==> config.mk <==
export PLATFORM = sky130hd
export DESIGN_NAME = burst_addr_seq
export DESIGN_NICKNAME = d
export VERILOG_FILES = /design/src/rtl/bseq_pkg.sv /design/src/rtl/bseq_op_decode.sv /design/src/rtl/bseq_step_ctr.sv /design/src/rtl/bseq_order_map.sv /design/src/rtl/burst_addr_seq.sv
export SDC_FILE = /design/constraint.sdc
export NUM_CORES = 1
export LEC_CHECK = 0
export ABC_AREA = 1
export BUFFER_PORTS_ARGS = -buffer_cell sky130_fd_sc_hd__buf_2
export CAP_MARGIN = 25
export CORE_AREA = 2 2 54 69
export DETAILED_ROUTE_END_ITERATION = 7
export DIE_AREA = 0 0 56 71
export PLACE_DENSITY = 0.81
export RECOVER_POWER = 25
export SYNTH_ARGS = -nofsm -noshare
export SYNTH_HDL_FRONTEND = slang
export SYNTH_HIERARCHICAL = 1
export SYNTH_SLANG_ARGS = --single-unit
==> constraint.sdc <==
create_clock -name clk -period 2.57 [get_ports clk]
set_input_delay 0.6425 -clock clk [delete_from_list [all_inputs] [get_ports clk]]
set_output_delay 0.6425 -clock clk [all_outputs]
set_load 0.02 [all_outputs]
==> src/rtl/bseq_pkg.sv <==
package bseq_pkg;

  typedef enum logic [1:0] {
    OP_HOLD = 2'd0,
    OP_LOAD = 2'd1,
    OP_STEP = 2'd2
  } bseq_op_e;

endpackage

==> src/rtl/bseq_op_decode.sv <==
module bseq_op_decode
  import bseq_pkg::*;
(
  input  logic     clk_en_n,
  input  logic     adv_ld_n,
  output bseq_op_e op
);

  always_comb begin
    if (clk_en_n)      op = OP_HOLD;
    else if (!adv_ld_n) op = OP_LOAD;
    else               op = OP_STEP;
  end

endmodule

==> src/rtl/bseq_step_ctr.sv <==
module bseq_step_ctr
  import bseq_pkg::*;
#(
  parameter int BURST_W = 2
) (
  input  logic               clk,
  input  logic               rst,
  input  bseq_op_e           op,
  input  logic [BURST_W-1:0] start_in,
  output logic [BURST_W-1:0] start_q,
  output logic [BURST_W-1:0] step_nxt
);

  logic [BURST_W-1:0] step_q;

  always_comb begin
    step_nxt = step_q + BURST_W'(1);
  end

  always_ff @(posedge clk) begin
    if (rst) begin
      step_q  <= '0;
      start_q <= '0;
    end else begin
      case (op)
        OP_LOAD: begin
          step_q  <= '0;
          start_q <= start_in;
        end
        OP_STEP: step_q <= step_nxt;
        default: ;
      endcase
    end
  end

endmodule

==> src/rtl/bseq_order_map.sv <==
module bseq_order_map #(
  parameter int BURST_W = 2
) (
  input  logic               order_ilv,
  input  logic [BURST_W-1:0] start,
  input  logic [BURST_W-1:0] step,
  output logic [BURST_W-1:0] offset
);

  logic [BURST_W-1:0] lin_off;
  logic [BURST_W-1:0] ilv_off;
  logic [BURST_W:0]   carry;

  assign carry[0] = 1'b0;

  genvar b;
  generate
    for (b = 0; b < BURST_W; b++) begin : g_bit
      assign ilv_off[b]  = start[b] ^ step[b];
      assign lin_off[b]  = start[b] ^ step[b] ^ carry[b];
      assign carry[b+1]  = (start[b] & step[b]) | (carry[b] & (start[b] ^ step[b]));
    end
  endgenerate

  always_comb begin
    offset = order_ilv ? ilv_off : lin_off;
  end

endmodule

==> src/rtl/burst_addr_seq.sv <==
module burst_addr_seq
  import bseq_pkg::*;
#(
  parameter int ADDR_W  = 18,
  parameter int BURST_W = 2
) (
  input  logic              clk,
  input  logic              rst,
  input  logic              clk_en_n,
  input  logic              adv_ld_n,
  input  logic              order_ilv,
  input  logic [ADDR_W-1:0] addr_in,
  output logic [ADDR_W-1:0] addr_out,
  output logic [BURST_W-1:0] offset_out
);

  localparam int UPPER_W = ADDR_W - BURST_W;

  bseq_op_e           op;
  logic [BURST_W-1:0] start_q;
  logic [BURST_W-1:0] step_nxt;
  logic [BURST_W-1:0] mapped_off;
  logic [UPPER_W-1:0] base_q;

  bseq_op_decode u_dec (
    .clk_en_n (clk_en_n),
    .adv_ld_n (adv_ld_n),
    .op       (op)
  );

  bseq_step_ctr #(.BURST_W(BURST_W)) u_ctr (
    .clk      (clk),
    .rst      (rst),
    .op       (op),
    .start_in (addr_in[BURST_W-1:0]),
    .start_q  (start_q),
    .step_nxt (step_nxt)
  );

  bseq_order_map #(.BURST_W(BURST_W)) u_map (
    .order_ilv (order_ilv),
    .start     (start_q),
    .step      (step_nxt),
    .offset    (mapped_off)
  );

  always_ff @(posedge clk) begin
    if (rst) begin
      base_q     <= '0;
      addr_out   <= '0;
      offset_out <= '0;
    end else begin
      case (op)
        OP_LOAD: begin
          base_q     <= addr_in[ADDR_W-1:BURST_W];
          addr_out   <= addr_in;
          offset_out <= addr_in[BURST_W-1:0];
        end
        OP_STEP: begin
          addr_out   <= {base_q, mapped_off};
          offset_out <= mapped_off;
        end
        default: ;
      endcase
    end
  end

endmodule

After elaboration in Yosys (flattened, before gate mapping)
Cells that the tools add are included.

Register bits after elaboration: 40. Bits of input ports: 23. Output and inout bits: 20.

Add/subtract/negate cells: 1. Equal/unequal tests: 2. Muxes and demuxes: 6. Bitwise operators: 4. Reductions and logical operators: 1.

Operators by type and width (count): $pmux W18 S2 (1); $pmux W2 S2 (2); $mux W2 (3); $xor A1 B1 Y1 (3); $add A2 B1 Y2 const B (1); $eq A2 B1 Y1 const B (1); $eq A2 B2 Y1 const B (1); $reduce_bool A2 Y1 (1); $and A1 B1 Y1 (1).

Depth between registers and ports, before layout
Depth after elaboration: 5. Depth in mapped cells: 12.

Cells and area by module
The synthesis kept the hierarchy.

By module, submodules not included: burst_addr_seq (times used 1, cells an instance 229, area each 1534.0 sq um, sequential area each 680.7 sq um); bseq_step_ctr (times used 1, cells an instance 28, area each 211.5 sq um, sequential area each 80.1 sq um); bseq_order_map (times used 1, cells an instance 15, area each 67.6 sq um, sequential area each 0.0 sq um); bseq_op_decode (times used 1, cells an instance 3, area each 13.8 sq um, sequential area each 0.0 sq um).

Worst setup path before layout
OpenSTA, ideal clock, no wires.

Path kind: input -> register. From: in adv_ld_n. To: reg addr_out[0]. Data arrival time: 1.649 ns. Data required time: 2.453 ns. Path slack: 0.804 ns. Stages: 8. Path through: nor2_1 inv_1 ha_1 inv_2 buf_2 nand2_1 nor2_1 nor2_1.

Cells in the longest elaborated chain, start to end: 4. Elaborated cells between the ends (all ways): 6.

RTL lines: start: declaration (RTL line burst_addr_seq.sv:10) `input logic adv_ld_n,`; $mux W2 (*) (RTL line bseq_op_decode.sv:11) `else if (!adv_ld_n) op = OP_LOAD;`; $mux W2 (*) (RTL line bseq_op_decode.sv:10) `if (clk_en_n) op = OP_HOLD;`; $eq A2 B2 Y1 / $eq A2 B1 Y1 (equally long branches) (RTL line burst_addr_seq.sv:53) `case (op)`; $pmux W18 S2 / $reduce_bool A2 Y1 (equally long branches); end signal: assignment (RTL line burst_addr_seq.sv:56) `addr_out <= addr_in;`; end signal: assignment (RTL line burst_addr_seq.sv:60) `addr_out <= {base_q, mapped_off};`; end: declaration (RTL line burst_addr_seq.sv:13) `output logic [ADDR_W-1:0] addr_out,`.

Every way passes the cells marked *; elsewhere a longest branch is shown, timed or not. A chain may end at the register's enable or synchronous reset.

Worst setup path in the final report
From: in clk_en_n. To: reg addr_out[0].

Cells in the longest elaborated chain, start to end: 3. Elaborated cells between the ends (all ways): 5.

RTL lines: start: declaration (RTL line burst_addr_seq.sv:9) `input logic clk_en_n,`; $mux W2 (*) (RTL line bseq_op_decode.sv:10); named net op[0] (RTL line burst_addr_seq.sv:19) `bseq_op_e op;`; $eq A2 B2 Y1 / $eq A2 B1 Y1 (equally long branches) (RTL line burst_addr_seq.sv:53); $pmux W18 S2 / $reduce_bool A2 Y1 (equally long branches).

The timed path passes the listed nets; every way through them passes the cells marked *.

==> out/results.tsv <==
stage	metric	value	unit
status	status	finished clean	
place	place_congestion	0.713	
grt	grt_usage	0.191	
pwr	p_clk_frac	0.318	
pwr	powerDensity	636	nW/um^2
layout	n_antenna_cell	0	
timing	whs	0.473	ns
floorplan	rows	24	
clock_network	clockRootBuffer	clkbuf_8	
clock_network	cts_resized	0	
yosys	synth_seq_cells	38	
pwr	p_seq_frac	0.504	
clock_network	postCtsHoldBufs	0	
floorplan	ioPinCount	43	
worst_hold_path	min_to	u_ctr/start_q[0]	
timing	tightestPinTransition	0.533	ns
setup_path	startpoint_type	primary input	
yosys	ys_seq_area_frac	0.416	
route	wl_met2	1.72	mm
place	dp_slack	0.390	ns
setup_path	crit_path_max_fanout	36	
pwr	p_sw	377	uW
timing	fmax	0.542	GHz
timing	setup_violations	0	
route	dr.pass1.iters	4	
yosys	ys_async_sr_fraction	0	
clock_network	clock_sink_count	38	
timing	rsz0062_at_grt	no	
setup_path	critPathKind	primary input to flip-flop	
yosys	ys_warn_count	6	
route	via_per_inst	4.73	
clock_network	cts_made_buffers	5	
timing	post-route-period-util	0.717	
layout	drive_gt1_frac	0.154	
pwr	vdd_ir_drop_max	0.556	mV
timing	max-slew-margin-rel	0.644	
clock_network	post_cts_buffers	0	
setup_path	r2r_cells	12	
route	top_layer_used	met4	
pwr	p_int	930	uW
timing	fin_crit	1.84	ns
job	maxCapViolCount	0	
route	met1_length	1.54	mm
yosys	syn_area	1830	sq um
clock_network	clk_pin_slew	0.07	ns
timing	maxSlewViolCount	0	
yosys	ys_types	19	
layout	area_growth	12.6	%
floorplan	die_y	71	um
setup_path	r2r-end	addr_out[1]	
route	wl_met3	158	um
yosys	synth_edf_count	0	
route	drc	0	
timing	fin_ws	0.726	ns
route	routed_wl	3.49	mm
worst_hold_path	hp-start	u_ctr/start_q[0]	
yosys	syn_avg_cell_area	6.64	sq um
setup_path	r2r_slack	1.32	ns
worst_hold_path	whs_path_depth	2	
timing	finalSetupTns	0	ns
route	vias	1661	
clock_network	cts_buffer_depth	2	
setup_path	cp.required	2.75	ns
clock_network	htree_levels	2	
yosys	synthTopCellsByArea	dfxtp_1, nor2_1, nand2_1	
floorplan	die_w	56	um
yosys	yosysMostFrequentCell	nor2_1	
yosys	synth.net_count	303	
grt	grt_max_degree	37	
setup_path	rr_startpoint	u_ctr/step_q[0]	
grt	grt_pass1_vias	1524	
layout	final_nets	339	
floorplan	core-area	3360	sq um
route	drtIter0Drc	37	
pwr	switching_share	0.289	
floorplan	start_util	0.543	
timing	hold_viol_final	0	
yosys	ys.flop_type	dfxtp_1	
grt	grt_pass1_wl	6.11	mm
worst_hold_path	worstHoldPathType	flip-flop to flip-flop	
place	hpwl	2.36	mm
yosys	yosysTopAreaCell	dfxtp_1	
clock_network	cts_tree	yes	
pwr	p_comb_frac	0.178	
grt	grt.overflow.total	0	
setup_path	cp_data_arrival_time	2.02	ns
yosys	syn_inst	275	
route	post_drt_wl_per_cell	9.95	um
pwr	leakagePower	0.00103	uW
yosys	synth_common_cells	nor2_1, nand2_1, dfxtp_1	
setup_path	critPathCaptureType	flip-flop	
timing	clock_skew	0.00169	ns
floorplan	die_area	3980	sq um
grt	antenna_found_initial	0	
clock_network	clk_latency	0.29	ns
route	final_antenna_net_count	0	
yosys	synth_top_area_share	0.416	
place	io_buffers	42	
## power by group through the flow
stage	registers, uW	clock network, uW	logic [uW]
after floorplan	704	0	145
after global placement	670	0	235
after detailed placement	671	0	240
after CTS	659	425	242
after global routing	665	455	264
final	659	416	233
## stage by stage
step	cells	util	area, sq um	total power (uW)
after detailed placement	343	0.590	1980	912
after global placement	343	0.590	1980	905
after floorplan	275	-	1830	849
after CTS	351	0.617	2080	1330
final	351	0.612	2060	1310
after global routing	351	0.612	2060	1380
## critical path, cell delays in order
cell,delay (ns)
buf_2,0.10
nor2_1,0.21
inv_1,0.07
ha_1,0.30
inv_2,0.41
nand2_1,0.10
nor2_1,0.12
nor2_1,0.05
## sequential cells by signal, indices dropped and copies added, names as in the netlist
name / cells
u_ctr/step_q: 2
addr_out: 18
base_q: 16
u_ctr/start_q: 2
## placed cells by master (no fill, tap or decap), drive strengths merged
cell type	count
and2	1
inv	35
nand2	49
nor3	1
clkinv	1
buf	30
clkbuf	20
dfxtp	38
nand3	3
o21ai	34
a21oi	3
ha	5
nor2	92
## layout make-up
| cell class | instances | area (sq um) |
|---|---|---|
| fillers | 343 | 1310 |
| multi-input cells | 188 | 823 |
| flip-flops and latches | 38 | 761 |
| repair buffers | 43 | 201 |
| inverters | 35 | 131 |
| clock buffers | 7 | 86.3 |
| well taps | 39 | 48.8 |
| clock inverters | 1 | 5.00 |
## metal layers
layer | vias up | GRT usage
met4 | 0 | 0.0926
met5 | - | 0
li1 | 899 | -
met2 | 30 | 0.350
met1 | 724 | 0.203
met3 | 8 | 0.0420
## kinds of logic after synthesis
group,after synthesis,share of synthesized area
AO/OA/AOI/OAI,37,0.103
adder cells (fa/ha/maj),5,0.0342
buffers and inverters,49,0.132
flip-flops,38,0.416
AND/OR/NAND/NOR,146,0.314
## how the worst max path moves through the flow
stage	endpoint	startpoint	slack, ns	cells past startpoint
floorplan	addr_out[0]	adv_ld_n	0.80	8
global placement	addr_out[14]	adv_ld_n	0.43	8
detailed placement	addr_out[17]	adv_ld_n	0.39	8
CTS	addr_out[17]	adv_ld_n	0.69	8
global route	addr_out[15]	adv_ld_n	0.55	8
finish	addr_out[0]	clk_en_n	0.73	8
Note: power is estimated with default switching activity, not from simulation.
